File: config.mk
export PLATFORM = sky130hd
export DESIGN_NAME = coh5_line_ctrl
export DESIGN_NICKNAME = d
export VERILOG_FILES = /design/src/rtl/coh5_pkg.sv /design/src/rtl/coh5_line_store.sv /design/src/rtl/coh5_next_state.sv /design/src/rtl/coh5_line_ctrl.sv
export SDC_FILE = /design/constraint.sdc
export NUM_CORES = 1
export LEC_CHECK = 0
export BUFFER_PORTS_ARGS = -buffer_cell sky130_fd_sc_hd__buf_2
export CAP_MARGIN = 20
export CORE_ASPECT_RATIO = 0.9
export CORE_MARGIN = 2
export CORE_UTILIZATION = 35
export DETAILED_ROUTE_END_ITERATION = 16
export SLEW_MARGIN = 20
export SYNTH_ARGS = -nofsm -noshare
export SYNTH_HDL_FRONTEND = slang
export SYNTH_SLANG_ARGS = --single-unit
File: constraint.sdc
create_clock -name clk -period 3.8 [get_ports clk]
set_clock_uncertainty 0.15 [all_clocks]
set_input_delay 0.76 -clock clk [delete_from_list [all_inputs] [get_ports clk]]
set_output_delay 0.76 -clock clk [all_outputs]
set_load 0.005 [all_outputs]
File: src/rtl/coh5_pkg.sv
package coh5_pkg;

   typedef enum logic [2:0] {
      ST_I = 3'd0,
      ST_S = 3'd1,
      ST_E = 3'd2,
      ST_F = 3'd3,
      ST_M = 3'd4
   } line_st_e;

   typedef enum logic [1:0] {
      RQ_LRD  = 2'd0,
      RQ_LWR  = 2'd1,
      RQ_SRD  = 2'd2,
      RQ_SINV = 2'd3
   } req_kind_e;

   typedef enum logic [1:0] {
      BUS_NONE = 2'd0,
      BUS_RD   = 2'd1,
      BUS_RFO  = 2'd2,
      BUS_INV  = 2'd3
   } bus_op_e;

endpackage

File: src/rtl/coh5_line_store.sv
module coh5_line_store
   import coh5_pkg::*;
#(
   parameter int IDX_W = 5,
   parameter int TAG_W = 7
) (
   input  logic             clk,
   input  logic             rst_n,
   input  logic [IDX_W-1:0] line_idx,
   output line_st_e         rd_state,
   output logic [TAG_W-1:0] rd_tag,
   input  logic             wr_en,
   input  line_st_e         wr_state,
   input  logic [TAG_W-1:0] wr_tag
);

   localparam int LINES = 1 << IDX_W;

   logic [LINES-1:0][2:0]       st_all;
   logic [LINES-1:0][TAG_W-1:0] tag_all;

   for (genvar g = 0; g < LINES; g++) begin : g_line
      line_st_e         st_r;
      logic [TAG_W-1:0] tag_r;

      always_ff @(posedge clk) begin
         if (!rst_n) begin
            st_r  <= ST_I;
            tag_r <= '0;
         end else if (wr_en && (line_idx == IDX_W'(g))) begin
            st_r  <= wr_state;
            tag_r <= wr_tag;
         end
      end

      assign st_all[g]  = st_r;
      assign tag_all[g] = tag_r;
   end

   assign rd_state = line_st_e'(st_all[line_idx]);
   assign rd_tag   = tag_all[line_idx];

endmodule

File: src/rtl/coh5_next_state.sv
module coh5_next_state
   import coh5_pkg::*;
(
   input  req_kind_e kind,
   input  logic      tag_match,
   input  line_st_e  cur_state,
   input  logic      fill_shared,
   output logic      upd,
   output line_st_e  nxt_state,
   output line_st_e  rsp_state,
   output logic      hit,
   output logic      wb,
   output logic      data_en,
   output bus_op_e   bus
);

   logic victim_dirty;

   assign hit          = tag_match && (cur_state != ST_I);
   assign victim_dirty = !tag_match && (cur_state == ST_M);

   always_comb begin
      upd       = 1'b0;
      nxt_state = cur_state;
      wb        = 1'b0;
      data_en   = 1'b0;
      bus       = BUS_NONE;
      unique case (kind)
         RQ_LRD: begin
            if (!hit) begin
               upd       = 1'b1;
               nxt_state = fill_shared ? ST_F : ST_E;
               bus       = BUS_RD;
               wb        = victim_dirty;
            end
         end
         RQ_LWR: begin
            upd       = 1'b1;
            nxt_state = ST_M;
            if (!hit) begin
               bus = BUS_RFO;
               wb  = victim_dirty;
            end else if (cur_state == ST_S || cur_state == ST_F) begin
               bus = BUS_INV;
            end
         end
         RQ_SRD: begin
            if (hit) begin
               upd       = 1'b1;
               nxt_state = ST_S;
               data_en   = (cur_state != ST_S);
               wb        = (cur_state == ST_M);
            end
         end
         RQ_SINV: begin
            if (hit) begin
               upd       = 1'b1;
               nxt_state = ST_I;
               wb        = (cur_state == ST_M);
            end
         end
         default: ;
      endcase
      if (upd)      rsp_state = nxt_state;
      else if (hit) rsp_state = cur_state;
      else          rsp_state = ST_I;
   end

endmodule

File: src/rtl/coh5_line_ctrl.sv
module coh5_line_ctrl
   import coh5_pkg::*;
#(
   parameter int ADDR_W = 12,
   parameter int IDX_W  = 5
) (
   input  logic              clk,
   input  logic              rst_n,
   input  logic              req_valid,
   input  logic [1:0]        req_kind,
   input  logic [ADDR_W-1:0] req_addr,
   input  logic              fill_shared,
   output logic              rsp_valid,
   output logic              rsp_hit,
   output logic [2:0]        rsp_state,
   output logic              wb_req,
   output logic              snoop_data_en,
   output logic [1:0]        bus_req
);

   localparam int TAG_W = ADDR_W - IDX_W;

   if (IDX_W < 1 || IDX_W > 10 || TAG_W < 1) begin : g_param_bad
      $error("coh5_line_ctrl: IDX_W must be 1..10 and smaller than ADDR_W");
   end

   logic [IDX_W-1:0] line_idx;
   logic [TAG_W-1:0] req_tag;
   line_st_e         cur_state;
   logic [TAG_W-1:0] cur_tag;
   logic             upd;
   line_st_e         nxt_state;
   line_st_e         res_state;
   logic             hit;
   logic             wb;
   logic             data_en;
   bus_op_e          bus;

   assign line_idx = req_addr[IDX_W-1:0];
   assign req_tag  = req_addr[ADDR_W-1:IDX_W];

   coh5_line_store #(
      .IDX_W (IDX_W),
      .TAG_W (TAG_W)
   ) u_store (
      .clk      (clk),
      .rst_n    (rst_n),
      .line_idx (line_idx),
      .rd_state (cur_state),
      .rd_tag   (cur_tag),
      .wr_en    (req_valid && upd),
      .wr_state (nxt_state),
      .wr_tag   (req_tag)
   );

   coh5_next_state u_next (
      .kind        (req_kind_e'(req_kind)),
      .tag_match   (cur_tag == req_tag),
      .cur_state   (cur_state),
      .fill_shared (fill_shared),
      .upd         (upd),
      .nxt_state   (nxt_state),
      .rsp_state   (res_state),
      .hit         (hit),
      .wb          (wb),
      .data_en     (data_en),
      .bus         (bus)
   );

   always_ff @(posedge clk) begin
      if (!rst_n || !req_valid) begin
         rsp_valid     <= 1'b0;
         rsp_hit       <= 1'b0;
         rsp_state     <= ST_I;
         wb_req        <= 1'b0;
         snoop_data_en <= 1'b0;
         bus_req       <= BUS_NONE;
      end else begin
         rsp_valid     <= 1'b1;
         rsp_hit       <= hit;
         rsp_state     <= res_state;
         wb_req        <= wb;
         snoop_data_en <= data_en;
         bus_req       <= bus;
      end
   end

endmodule

==> impl_results.md <==
* Outcome: finished, final reports clean
* Cell Pwr Density at 418 nW/um^2
* Number of flops mapped to enable cells by yosys at 0
* Area grow syn2layout at 20.8%
* # Max-Cap Violations at 0
* Routed WL at 44,700 um
* Routed length per instance at 21.3 um
* Total CTS buffers at 38
* Synth top area cells: dfxtp_1 (43%), mux2i_1 (17%), mux4_2 (7.5%)
* Detailed Routing Iterations Pass 1 at 5
* Critical Path Fanout Max at 16
* GPL Wtd Cong at 0.908
* HP Class: flop to flop
* First-pass GRT wire length at 69,000 um
* CP required at 4.08 ns
* Die area at 45,700 sq um
* # H-tree levels at 2
* CTS tree: yes
* Top cells by count, synth: dfxtp_1 (329), nand2_1 (278), mux2i_1 (263)
* Sequential share of the synthesized area at 0.428
* CTS Buffer Depth at 3
* Starting density of the core at 0.357
* Synth Area per Inst at 11.0 sq um
* Synth Flop Type: dfxtp_1
* Largest area contributor in the netlist: dfxtp_1
* Top-count cell post-synth: dfxtp_1
* Remaining antenna violation count after routing at 0
* Worst skew pair latency at 0.57 ns
* Pleak at 8.13 nW
* Initial antenna violation count at 1
* Iteration-0 DRC Markers at 1,020
* Synth Cell Area at 15,400 sq um
* CP Class: primary input to flop
* Drc violations at 0
* Synth warnings at 0
* Post-DP HPWL at 30,300 um
* Crit start category: primary input
* Synth top area share at 0.428
* Via count at 11,600
* Fin nets at 1,539
* Hold-fix buffers at CTS at 0
* Final Critical Period at 3.72 ns
* Fraction of registers with async set/reset at 0
* Fmax at 269 MHz
* Fin. Hold Viols at 0
* Register bit total from synthesis at 329
* RSZ-0062 raised after global routing: no
* Final Cycle Share at 0.980
* I/O pins at 27
* Largest net degree at the start of global routing at 166
* Worst-path clk slew at 0.06 ns
* Worst Tran Pin Value at 0.815 ns
* Setup WS post-layout at 0.0769 ns
* Mapped Cells at 1,396
* Netlist cell types at 67
* DIE WIDTH at 225 um
* Util after Layout at 0.431
* GRT Overall Usage at 0.196
* Peak VDD IR at 0.276 mV
* Buffers on Ports at 26
* Pre-CTS WS at -0.514 ns
* GRT Residual Overflow at 0
* DR vias/cell at 5.51
* CP Capture Type: flop
* Net Count, Synth at 1,414
* CTS Root Buffer Type: clkbuf_16
* Worst slew margin at 0.457
* Setup TNS at 0 ns
* Vias in the first global route at 11,500
* Layout cells sized above 1 at 0.244
* Final Max Tran Viols at 0
* Cell row count at 72
* Die H at 203 um
* Endpoints failing setup at 0
* WP data arrival at 4.00 ns
* Fillers at 4,006
* Clk sinks at 329
* Core Area at 43,200 sq um
cells by family (layout without fill, tap and decap cells):
family / after synthesis / in the layout / synth area share
and+or+nand+nor: 411 / 411 / 0.145
muxes: 329 / 329 / 0.267
DFF: 329 / 329 / 0.428
AOI/OAI and AO/OA: 203 / 203 / 0.108
buffers and inverters: 122 / 274 / 0.0507
xor gates and xnor gates: 2 / 2 / 0.00114
other: 0 / 2 / 0
power breakdown:
group	internal (mW)	total (mW)	switching, mW
logic	0.208	0.572	0.364
clock network	2.22	3.72	1.50
registers	3.46	3.47	0.00758
total	5.89	7.77	1.87
final timing paths:
path | from | end | slack, ns | depth (start not counted)
worst min register to register | u_store.g_line[8].tag_r[4]$_SDFFE_PN0P_ | u_store.g_line[8].tag_r[4]$_SDFFE_PN0P_ | 0.30 | 2
worst max-delay path | req_addr[1] | u_store.g_line[16].tag_r[6]$_SDFFE_PN0P_ | 0.08 | 16
worst max register to register | u_store.g_line[1].tag_r[4]$_SDFFE_PN0P_ | u_store.g_line[16].tag_r[6]$_SDFFE_PN0P_ | 0.33 | 13
worst min-delay path | u_store.g_line[8].tag_r[4]$_SDFFE_PN0P_ | u_store.g_line[8].tag_r[4]$_SDFFE_PN0P_ | 0.30 | 2
routing by layer:
| layer | wire length [um] | up-vias | GRT usage |
|---|---|---|---|
| met4 | 1290 | 0 | 0.0641 |
| met3 | 2580 | 81 | 0.0327 |
| met5 | 0 | - | 0 |
| li1 | - | 5398 | - |
| met1 | 20500 | 5771 | 0.275 |
| met2 | 20400 | 346 | 0.305 |
layout by cell type, fill, tap and decap left out, types with 4 or more instances in the layout:
cell type and count:
dfxtp_1 329, nand2_1 278, mux2i_1 263, buf_4 134
a32o_1 63, mux4_2 51, nor2_1 44, clkbuf_16 40
buf_12 39, o21ai_0 38, nand3_4 35, o211ai_1 31
buf_2 23, a22o_1 11, a21oi_1 10, mux4_1 10
o221ai_1 9, clkinv_2 9, clkbuf_8 9, nor3_1 8
a22oi_1 7, and2_1 7, nand3_1 7, o22ai_1 5
a211oi_1 5, nand3b_1 5, inv_1 5, mux2_2 4
clkbuf_1 4
stage by stage:
| step | area, sq um | cells | hold WS [ns] | total power, mW |
|---|---|---|---|---|
| after floorplan | 15400 | 1396 | 0.284 | 3.89 |
| after global placement | 17200 | 2030 | 0.292 | 4.10 |
| after detailed placement | 17200 | 2030 | 0.300 | 4.10 |
| after CTS | 18500 | 2097 | 0.308 | 7.83 |
| after global routing | 18600 | 2103 | 0.324 | 8.02 |
| final | 18600 | 2105 | 0.303 | 7.77 |
repair_timing:
action	4_1_cts	5_1_grt
hold endpoints to repair	0	0
buffers inserted	0	4
endpoints found under the setup margin	0	229
resized for setup	0	6
worst max-delay path: stages:
cell,delay (ns)
buf_12,0.16
buf_12,0.18
buf_4,0.19
mux4_2,0.32
a22o_1,0.27
a211oi_2,0.25
nor3_1,0.13
nor4b_4,0.40
buf_4,0.19
nand4_4,0.12
o21ai_4,0.23
buf_4,0.16
buf_12,0.17
nand3_4,0.13
buf_12,0.17
mux2i_1,0.11
area by class of cell:
| cell class | count | area [sq um] | area share |
|---|---|---|---|
| Timing Repair Buffer | 200 | 1980 | 0.106 |
| Clock buffer | 51 | 1090 | 0.0586 |
| Antenna cell | 2 | 5.00 | 0.000269 |
| Tap cell | 555 | 694 | 0.0374 |
| Clock inverter | 16 | 179 | 0.00962 |
| Multi-Input combinational cell | 945 | 8030 | 0.432 |
| Inverter | 7 | 27.5 | 0.00148 |
| Sequential cell | 329 | 6590 | 0.354 |
sequential cells by signal, indices dropped and copies added, names as in the netlist:
signal and flops:
u_store.g_line.tag_r 224, bus_req 2, snoop_data_en 1, rsp_valid 1
wb_req 1, rsp_hit 1, rsp_state 3, u_store.g_line.st_r 96
No activity file was read; power rests on OpenSTA's default activity.
